File: config.mk
export PLATFORM = sky130hd
export DESIGN_NAME = audio_clkgen
export DESIGN_NICKNAME = d
export VERILOG_FILES = /design/src/rtl/acg_pkg.sv /design/src/rtl/acg_cfg.sv /design/src/rtl/acg_prescaler.sv /design/src/rtl/acg_divider.sv /design/src/rtl/audio_clkgen.sv
export SDC_FILE = /design/constraint.sdc
export NUM_CORES = 1
export LEC_CHECK = 0
export BUFFER_PORTS_ARGS = -buffer_cell sky130_fd_sc_hd__buf_2
export CAP_MARGIN = 20
export CORE_ASPECT_RATIO = 0.5
export CORE_MARGIN = 3
export CORE_UTILIZATION = 40
export DETAILED_ROUTE_END_ITERATION = 16
export GPL_ROUTABILITY_DRIVEN = 1
export PLACE_DENSITY_LB_ADDON = 0.2
export SYNTH_ARGS = -nofsm -noshare
export SYNTH_HDL_FRONTEND = slang
export SYNTH_SLANG_ARGS = --single-unit
File: constraint.sdc
create_clock -name clk_i -period 2.46 [get_ports clk_i]
set_input_delay 0.246 -clock clk_i [delete_from_list [all_inputs] [get_ports clk_i]]
set_output_delay 0.246 -clock clk_i [all_outputs]
set_load 0.01 [all_outputs]
File: src/rtl/acg_pkg.sv
package acg_pkg;

  localparam int unsigned RW = 6;

  typedef enum logic [1:0] {
    SL_16  = 2'd0,
    SL_8   = 2'd1,
    SL_24  = 2'd2,
    SL_RSV = 2'd3
  } smp_len_e;

  typedef struct packed {
    logic          pre_en;
    logic          err;
    logic [RW-1:0] rpb;
    logic [RW-1:0] half;
  } ratio_cfg_t;

  // bit code 0:32 1:48 2:16 3:24 ; two bits per sample by default
  function automatic logic [1:0] dflt_bit_code(smp_len_e l);
    case (l)
      SL_8:    return 2'd2;
      SL_24:   return 2'd1;
      default: return 2'd0;
    endcase
  endfunction

  // root code 0:256 2:384
  function automatic logic [1:0] dflt_root_code(logic [1:0] b);
    return (b == 2'd0 || b == 2'd2) ? 2'd0 : 2'd2;
  endfunction

  // root ticks per bit slot; zero marks a non-integer pairing
  function automatic logic [RW-1:0] root_per_bit(logic [1:0] r, logic [1:0] b);
    case ({r, b})
      4'h0: return 6'd8;   4'h1: return 6'd0;  4'h2: return 6'd16; 4'h3: return 6'd0;
      4'h4: return 6'd16;  4'h5: return 6'd0;  4'h6: return 6'd32; 4'h7: return 6'd0;
      4'h8: return 6'd12;  4'h9: return 6'd8;  4'hA: return 6'd24; 4'hB: return 6'd16;
      4'hC: return 6'd24;  4'hD: return 6'd16; 4'hE: return 6'd48; default: return 6'd32;
    endcase
  endfunction

  function automatic logic [RW-1:0] half_bits(logic [1:0] b);
    case (b)
      2'd0:    return 6'd16;
      2'd1:    return 6'd24;
      2'd2:    return 6'd8;
      default: return 6'd12;
    endcase
  endfunction

endpackage

File: src/rtl/acg_cfg.sv
module acg_cfg
  import acg_pkg::*;
#(
  parameter int unsigned PRE_W = 6
) (
  input  logic             clk_i,
  input  logic             rst_ni,
  input  logic             load_i,
  input  logic             pre_en_i,
  input  logic [PRE_W-1:0] pre_div_i,
  input  logic [1:0]       rfs_code_i,
  input  logic             rfs_set_i,
  input  logic [1:0]       bfs_code_i,
  input  logic             bfs_set_i,
  input  logic [1:0]       smp_len_i,
  output ratio_cfg_t       cfg_o,
  output logic [PRE_W-1:0] div_o
);

  smp_len_e         len;
  logic [1:0]       bcode, rcode;
  ratio_cfg_t       cfg_d, cfg_q;
  logic [PRE_W-1:0] div_d, div_q;

  always_comb begin
    len    = smp_len_e'(smp_len_i);
    bcode  = bfs_set_i ? bfs_code_i : dflt_bit_code(len);
    rcode  = rfs_set_i ? rfs_code_i : dflt_root_code(bcode);
    cfg_d  = cfg_q;
    div_d  = div_q;
    if (load_i) begin
      cfg_d.pre_en = pre_en_i;
      cfg_d.rpb    = root_per_bit(rcode, bcode);
      cfg_d.half   = half_bits(bcode);
      cfg_d.err    = (len == SL_RSV)
                   || (len == SL_24 && !rcode[1])
                   || (root_per_bit(rcode, bcode) == '0);
      div_d        = pre_div_i;
    end
  end

  always_ff @(posedge clk_i or negedge rst_ni) begin
    if (!rst_ni) begin
      cfg_q <= '0;
      div_q <= '0;
    end else begin
      cfg_q <= cfg_d;
      div_q <= div_d;
    end
  end

  assign cfg_o = cfg_q;
  assign div_o = div_q;

endmodule

File: src/rtl/acg_prescaler.sv
module acg_prescaler #(
  parameter int unsigned PRE_W = 6
) (
  input  logic             clk_i,
  input  logic             rst_ni,
  input  logic             active_i,
  input  logic             pre_en_i,
  input  logic [PRE_W-1:0] pre_div_i,
  output logic             tick_o
);

  logic [PRE_W-1:0] cnt_d, cnt_q;
  logic             tick;

  always_comb begin
    tick  = active_i && (!pre_en_i || cnt_q == pre_div_i);
    cnt_d = cnt_q;
    if (!active_i || tick) cnt_d = '0;
    else                   cnt_d = cnt_q + 1'b1;
  end

  always_ff @(posedge clk_i or negedge rst_ni) begin
    if (!rst_ni) cnt_q <= '0;
    else         cnt_q <= cnt_d;
  end

  assign tick_o = tick;

endmodule

File: src/rtl/acg_divider.sv
module acg_divider #(
  parameter int unsigned W = 6
) (
  input  logic         clk_i,
  input  logic         rst_ni,
  input  logic         active_i,
  input  logic         tick_i,
  input  logic [W-1:0] rpb_i,
  input  logic [W-1:0] half_i,
  output logic         bclk_en_o,
  output logic         lr_o
);

  logic [W-1:0] rcnt_d, rcnt_q, bcnt_d, bcnt_q;
  logic         lr_d, lr_q;
  logic         bit_tick, half_end;

  always_comb begin
    bit_tick = tick_i && (rcnt_q == rpb_i - 1'b1);
    half_end = bit_tick && (bcnt_q == half_i - 1'b1);
    rcnt_d   = rcnt_q;
    bcnt_d   = bcnt_q;
    lr_d     = lr_q;
    if (!active_i) begin
      rcnt_d = '0;
      bcnt_d = '0;
      lr_d   = 1'b0;
    end else begin
      if (tick_i)   rcnt_d = bit_tick ? '0 : rcnt_q + 1'b1;
      if (bit_tick) bcnt_d = half_end ? '0 : bcnt_q + 1'b1;
      if (half_end) lr_d   = ~lr_q;
    end
  end

  always_ff @(posedge clk_i or negedge rst_ni) begin
    if (!rst_ni) begin
      rcnt_q <= '0;
      bcnt_q <= '0;
      lr_q   <= 1'b0;
    end else begin
      rcnt_q <= rcnt_d;
      bcnt_q <= bcnt_d;
      lr_q   <= lr_d;
    end
  end

  assign bclk_en_o = bit_tick;
  assign lr_o      = lr_q;

endmodule

File: src/rtl/audio_clkgen.sv
module audio_clkgen
  import acg_pkg::*;
#(
  parameter int unsigned PRE_W = 6
) (
  input  logic             clk_i,
  input  logic             rst_ni,
  input  logic             slave_i,
  input  logic             run_i,
  input  logic             pre_en_i,
  input  logic [PRE_W-1:0] pre_div_i,
  input  logic [1:0]       rfs_code_i,
  input  logic             rfs_set_i,
  input  logic [1:0]       bfs_code_i,
  input  logic             bfs_set_i,
  input  logic [1:0]       smp_len_i,
  output logic             rclk_en_o,
  output logic             bclk_en_o,
  output logic             lrclk_o,
  output logic             cfg_err_o
);

  ratio_cfg_t       cfg;
  logic [PRE_W-1:0] div;
  logic             active, tick, bit_tick, lr;

  acg_cfg #(.PRE_W(PRE_W)) u_cfg (
    .clk_i(clk_i), .rst_ni(rst_ni), .load_i(!run_i),
    .pre_en_i(pre_en_i), .pre_div_i(pre_div_i),
    .rfs_code_i(rfs_code_i), .rfs_set_i(rfs_set_i),
    .bfs_code_i(bfs_code_i), .bfs_set_i(bfs_set_i),
    .smp_len_i(smp_len_i), .cfg_o(cfg), .div_o(div)
  );

  assign active = run_i && !slave_i && !cfg.err;

  acg_prescaler #(.PRE_W(PRE_W)) u_pre (
    .clk_i(clk_i), .rst_ni(rst_ni), .active_i(active),
    .pre_en_i(cfg.pre_en), .pre_div_i(div), .tick_o(tick)
  );

  acg_divider #(.W(RW)) u_div (
    .clk_i(clk_i), .rst_ni(rst_ni), .active_i(active), .tick_i(tick),
    .rpb_i(cfg.rpb), .half_i(cfg.half), .bclk_en_o(bit_tick), .lr_o(lr)
  );

  assign rclk_en_o = tick;
  assign bclk_en_o = bit_tick;
  assign lrclk_o   = lr && active;
  assign cfg_err_o = cfg.err && !slave_i;

endmodule

# --- Word level (Yosys, flattened, before mapping) ---
# Memories as Yosys holds them, arrays and structs flattened. A register that Yosys moved wholly into a read port is not among the register bits.
# Cells that the tools add are included.
classes:
  add_sub_neg: 5
  eq_ne: 11
  muxes: 15
  bitwise_logic: 1
  n_reduce_logical: 22
op_table:
  columns: ["cell", "n"]
  rows:
  - ["$mux W6", 8]
  - ["$add A6 B1 Y6 const B", 3]
  - ["$eq A6 B6 Y1", 3]
  - ["$pmux W5 S3", 1]
  - ["$sub A6 B1 Y6 const B", 2]
  - ["$logic_and A1 B1 Y1", 8]
  - ["$logic_not A1 Y1", 7]
  - ["$eq A2 B2 Y1 const B", 3]
  - ["$logic_not A6 Y1", 1]
  - ["$mux W2", 3]
  - ["$logic_or A1 B1 Y1", 5]
  - ["$eq A2 B1 Y1 const B", 2]
  - ["$ne A2 B1 Y1 const B", 2]
  - ["$pmux W2 S2", 1]
  - ["$logic_not A2 Y1", 1]
  - ["$mux W1", 2]
  - ["$ne A2 B2 Y1 const B", 1]
  - ["$not A1 Y1", 1]
word_totals:
  reg_bits: 39
  mem_bits_ro: 128
  in_bits: 19
  out_inout_bits: 4
  wordCells: 65
  mem_count: 2
memory_table:
  columns: ["memory", "words", "word_bits", "rd", "rd_clocked_by_memory_dff", "wr", "line", "text"]
  rows:
  - ["(name not given)", 16, 4, 1, 1, 0, "acg_pkg.sv:35", "case ({r, b})"]
  - ["(name not given)", 16, 4, 1, 0, 0, "acg_pkg.sv:35", null]

# --- Longest topological paths before layout ---
depth:
  depth_word: 11
  ltp_mapped: 8
  ltp_nobuf: 7

# --- Hierarchy ---
# From an unflattened synthesis, not the netlist that was laid out.
hier_totals:
  hier_cells: 233
  area_unflattened_um2: 2322.2
modules_own_cells:
  columns: ["mod", "instances", "cells_per_inst", "area_each_um2", "seq_area_each_um2"]
  rows:
  - ["acg_divider", 1, 123, 1161.1, 325.3]
  - ["acg_cfg", 1, 72, 757.0, 375.4]
  - ["acg_prescaler", 1, 34, 371.6, 150.1]
  - ["audio_clkgen", 1, 4, 32.5, 0.0]

# --- Least setup slack after synthesis ---
# No wires, ideal clock.
synth_path:
  path_type: "reg-to-reg"
  startpoint: "register u_cfg.cfg_q (netlist bit u_cfg.cfg_o[2])"
  endpoint: "register u_div.lr_q, in the netlist u_div.lr_o"
  setup_ns: 0.077
  t_arrival_ns: 1.978
  t_required_ns: 2.383
  path_slack_ns: 0.405
  stages_incl_launch_ff: 8
  n_path_buf: 0
  period_less_slack_ns: 2.055
  path_cell_list: "dfrtp_1 inv_1 ha_1 xnor2_1 nor4bb_1 o2111ai_2 or4_1 a21oi_1"
synth_between:
  elab_chain_cells: 4
synth_rtl:
  columns: ["element", "line", "text"]
  rows:
  - ["start, declared", "acg_cfg.sv:22", "ratio_cfg_t cfg_d, cfg_q;"]
  - ["start signal, assigned", "acg_cfg.sv:47", "cfg_q <= cfg_d;"]
  - ["$sub A6 B1 Y6", "acg_divider.sv:20", "half_end = bit_tick && (bcnt_q == half_i - 1'b1);"]
  - ["$eq A6 B6 Y1", "acg_divider.sv:20", null]
  - ["$logic_and A1 B1 Y1", "acg_divider.sv:20", null]
  - ["$ne A2 B1 Y1 (no line)", null, null]
  - ["end signal, assigned", "acg_divider.sv:43", "lr_q <= lr_d;"]
  - ["end, declared", "acg_divider.sv:15", "logic lr_d, lr_q;"]
# Every way passes these cells.
# A chain may end at the register's enable or synchronous reset.

# --- Final worst setup path ---
# Ends and elaborated chain as after synthesis.

==> results.json <==
{
  "outcome": "finished clean",
  "numPortBuffers": 22,
  "syn-num-nets": 222,
  "fmax_mhz": 446,
  "place_ws_ns": 0.238,
  "drv_slew": 0,
  "dp_cells": 282,
  "cts-buffers-inserted": 5,
  "fin_area_um2": 2260,
  "initial_core_util_pct": 42.8,
  "instances_no_fill": 294,
  "hold_ws_ns": 0.0185,
  "vias": 1552,
  "placed_area_um2": 2120,
  "core_region_area_um2": 4530,
  "grt-ovfl-total": 0,
  "rsz0062_at_grt": "no",
  "die_y_um": 55.2,
  "die-area_um2": 5770,
  "die_w_um": 104,
  "track_usage_pct": 15.2,
  "relSlewSlack_pct": 49.9,
  "finalWorstSetupSlack_ns": 0.218,
  "cts.clk_slew.worst_paths_ns": 0.07,
  "seqCellArea_um2": 851,
  "io-pin-count": 23,
  "hp-class": "primary input to asynchronous set/reset pin",
  "path_class": "flop to flop",
  "drc": 0,
  "r2r_cells": 7,
  "multi_input_area_um2": 1030,
  "reg2reg_from": "u_cfg.cfg_o[2]",
  "yosysWarningCount": 0,
  "viasPerCell": 5.28,
  "root_buffer": "clkbuf_8",
  "reg2reg_slack_ns": 0.22,
  "wire_per_inst_um": 13.6,
  "drt-initial-drc-count": 92,
  "min_period_ns": 2.24,
  "insertion_delay_ns": 0.29,
  "crit_start": "u_cfg.cfg_o[2]",
  "wirelength_mm": 4.01,
  "required_ns": 2.67,
  "ys_seq_area_share_pct": 43.9,
  "syn_area_um2": 1940,
  "finalNetCount": 251,
  "leakage_nw": 0.965,
  "antenna_cells": 0,
  "synthToLayoutAreaGrowth_pct": 16.6,
  "max-cap-violations": 0,
  "holdBufCountCts": 0,
  "fp-row-count": 17,
  "fillers": 405,
  "worst_path_largest_cell_delay_ns": 0.51,
  "grt_first_pass_wirelength_mm": 7.05,
  "ant_nets": 0,
  "total_power_mw": 1.28,
  "post-route-util_pct": 49.9,
  "gp_congestion": 0.801,
  "drt_pass1_iterations": 4,
  "critPathCapture": "u_div.lr_o",
  "powerDensity_nw_per_um2": 564,
  "syn_area_per_cell_um2": 9.79,
  "fin_crit_sh_pct": 91.1,
  "worstPathArrival_ns": 2.46,
  "start_kind": "flop",
  "grt_pass1_vias": 1517,
  "htreeDepth": 2,
  "tritoncts": "done",
  "place_hpwl_mm": 2.98,
  "drive_above_1_share_pct": 24.1,
  "skew_ns": 0.00237,
  "synth_cell_type_count": 50,
  "worstPathCellList": "inv_1 > ha_1 > xnor2_1 > nor4bb_1 > o2111ai_2 > or4_1 > a21oi_1",
  "critPathCaptureType": "flop",
  "grt_max_degree": 35,
  "ys_seq_elements": 34,
  "synthCells": 198,
  "hold_viol_final": 0,
  "worstPathMaxFanout": 6,
  "antenna_found_initial": 0,
  "setup_violations": 0,
  "clock_path_buffers": 2,
  "clock-sinks": 34,
  "vdd_drop_max_v": 0.000311,
  "worstMarginPinSlew_ns": 0.751,
  "timing.rr.end": "u_div.lr_o",
  "fin_setup_tns_ns": 0,
  "critPathSlowestCell": "or4_1"
}
cell families (layout without fill, tap and decap cells):
logic type                 Yosys count  in the layout  synth area share [%]
AOI/OAI and AO/OA                   47             47                  16.0
xor gates and xnor gates            18             18                  8.84
adders and majority gates            5              5                  3.23
buffers and inverters               13             43                  3.10
DFF                                 34             34                  43.9
muxes                                7              7                  4.06
and+or+nand+nor                     74             74                  20.9
critical path, delay by kind of cell (launching register included):
kind	cells	cell delay (ns)
buffers and inverters	1	0.09
DFF	1	0.40
and+or+nand+nor	2	0.87
adders and majority gates	1	0.21
xor gates and xnor gates	1	0.18
AOI/OAI and AO/OA	2	0.42
layout by cell type, fill, tap and decap left out, drive strengths merged, types with 2 or more instances in the layout:
| cell | netlist | final |
|---|---|---|
| or3 | 2 | 2 |
| or3b | 2 | 2 |
| clkbuf | 5 | 5 |
| clkinv | 0 | 2 |
| a211oi | 4 | 4 |
| o31ai | 5 | 5 |
| o21ai | 11 | 11 |
| nor2 | 11 | 11 |
| a21oi | 16 | 16 |
| ha | 5 | 5 |
| nor3 | 5 | 5 |
| or4 | 3 | 3 |
| nor2b | 2 | 2 |
| xor2 | 6 | 6 |
| nand3 | 10 | 10 |
| nor3b | 4 | 4 |
| nand2 | 19 | 19 |
| inv | 6 | 6 |
| xnor2 | 11 | 11 |
| or2 | 3 | 3 |
| mux2 | 7 | 7 |
| dfrtp | 34 | 34 |
| and3 | 2 | 2 |
| buf | 2 | 29 |
| and2 | 2 | 2 |
| nand4 | 4 | 4 |
state kept, by name, summed over array words and instances (netlist names):
signal	flops
u_div.rcnt_q	6
u_cfg.cfg_o	9
u_div.lr_o	1
u_div.bcnt_q	6
u_pre.cnt_q	6
u_cfg.div_o	6
cells in the mapped netlist, drive strengths merged:
master,count,share of area (%)
or3b,2,0.90
inv,6,1.2
o31ai,5,1.9
nand4b,1,0.45
and2,2,0.65
or3,2,0.65
nor3,5,1.3
dfrtp,34,44
a22o,1,0.45
nor2b,2,0.65
o21ai,11,2.8
o2111ai,1,0.77
o31a,1,0.45
a32o,1,0.52
and4,1,0.45
nor4bb,1,0.52
xnor2,11,5.0
o211a,1,0.52
a31o,1,0.45
a211oi,4,1.5
clkbuf,5,0.97
nor4,1,0.32
a21o,1,0.39
a21oi,16,4.3
ha,5,3.2
xnor3,1,1.2
o41ai,1,0.45
or4,3,1.2
nand2b,1,0.32
or2,3,0.97
and3,2,0.65
nor3b,4,2.1
a21bo,1,0.52
nand4,4,1.3
buf,2,0.97
nor2,11,2.3
mux2,7,4.1
o21a,1,0.39
nand3,10,2.6
o2bb2ai,1,0.45
nand2,19,3.7
xor2,6,2.7
where the power goes:
group	switching, mW	internal (mW)	leakage (nW)
registers	0.0220	0.585	0.444
clock network	0.209	0.298	0.0579
logic	0.0864	0.0763	0.463
cell type report:
cell class | count | share of cell area [%]
inverters | 6 | 0.996
clock inverters | 3 | 1.77
clock buffers | 5 | 3.04
flip-flops and latches | 34 | 37.6
multi-input cells | 151 | 45.7
well taps | 66 | 3.65
repair buffers | 29 | 7.19
worst min path at each step:
stage | start | to | slack [ns] | cells after the start
CTS | rst_ni | u_div.lr_o | 0.05 | 1
global route | rst_ni | u_div.bcnt_q[4] | 0.09 | 1
floorplan | rst_ni | u_cfg.cfg_o[10] | -0.05 | 0
detailed placement | rst_ni | u_div.bcnt_q[4] | 0.36 | 1
global placement | rst_ni | u_div.bcnt_q[4] | 0.36 | 1
finish | rst_ni | u_div.bcnt_q[4] | 0.02 | 1
timing repair:
item	4_1_cts	5_1_grt
setup buffers	0	4
resized for setup	0	1
endpoints found under the setup margin	0	2
per-layer routing:
| metal | part of all wire, % | global-route usage, % | up-vias | wire (um) |
|---|---|---|---|---|
| met5 | 0 | 0 | - | 0 |
| met4 | 1.7 | 5.68 | 0 | 68 |
| met3 | 3.3 | 4.32 | 7 | 133 |
| met2 | 44 | 23.1 | 19 | 1770 |
| met1 | 51 | 20.6 | 750 | 2040 |
| li1 | - | - | 776 | - |
Note: power is estimated with default switching activity, not from simulation.
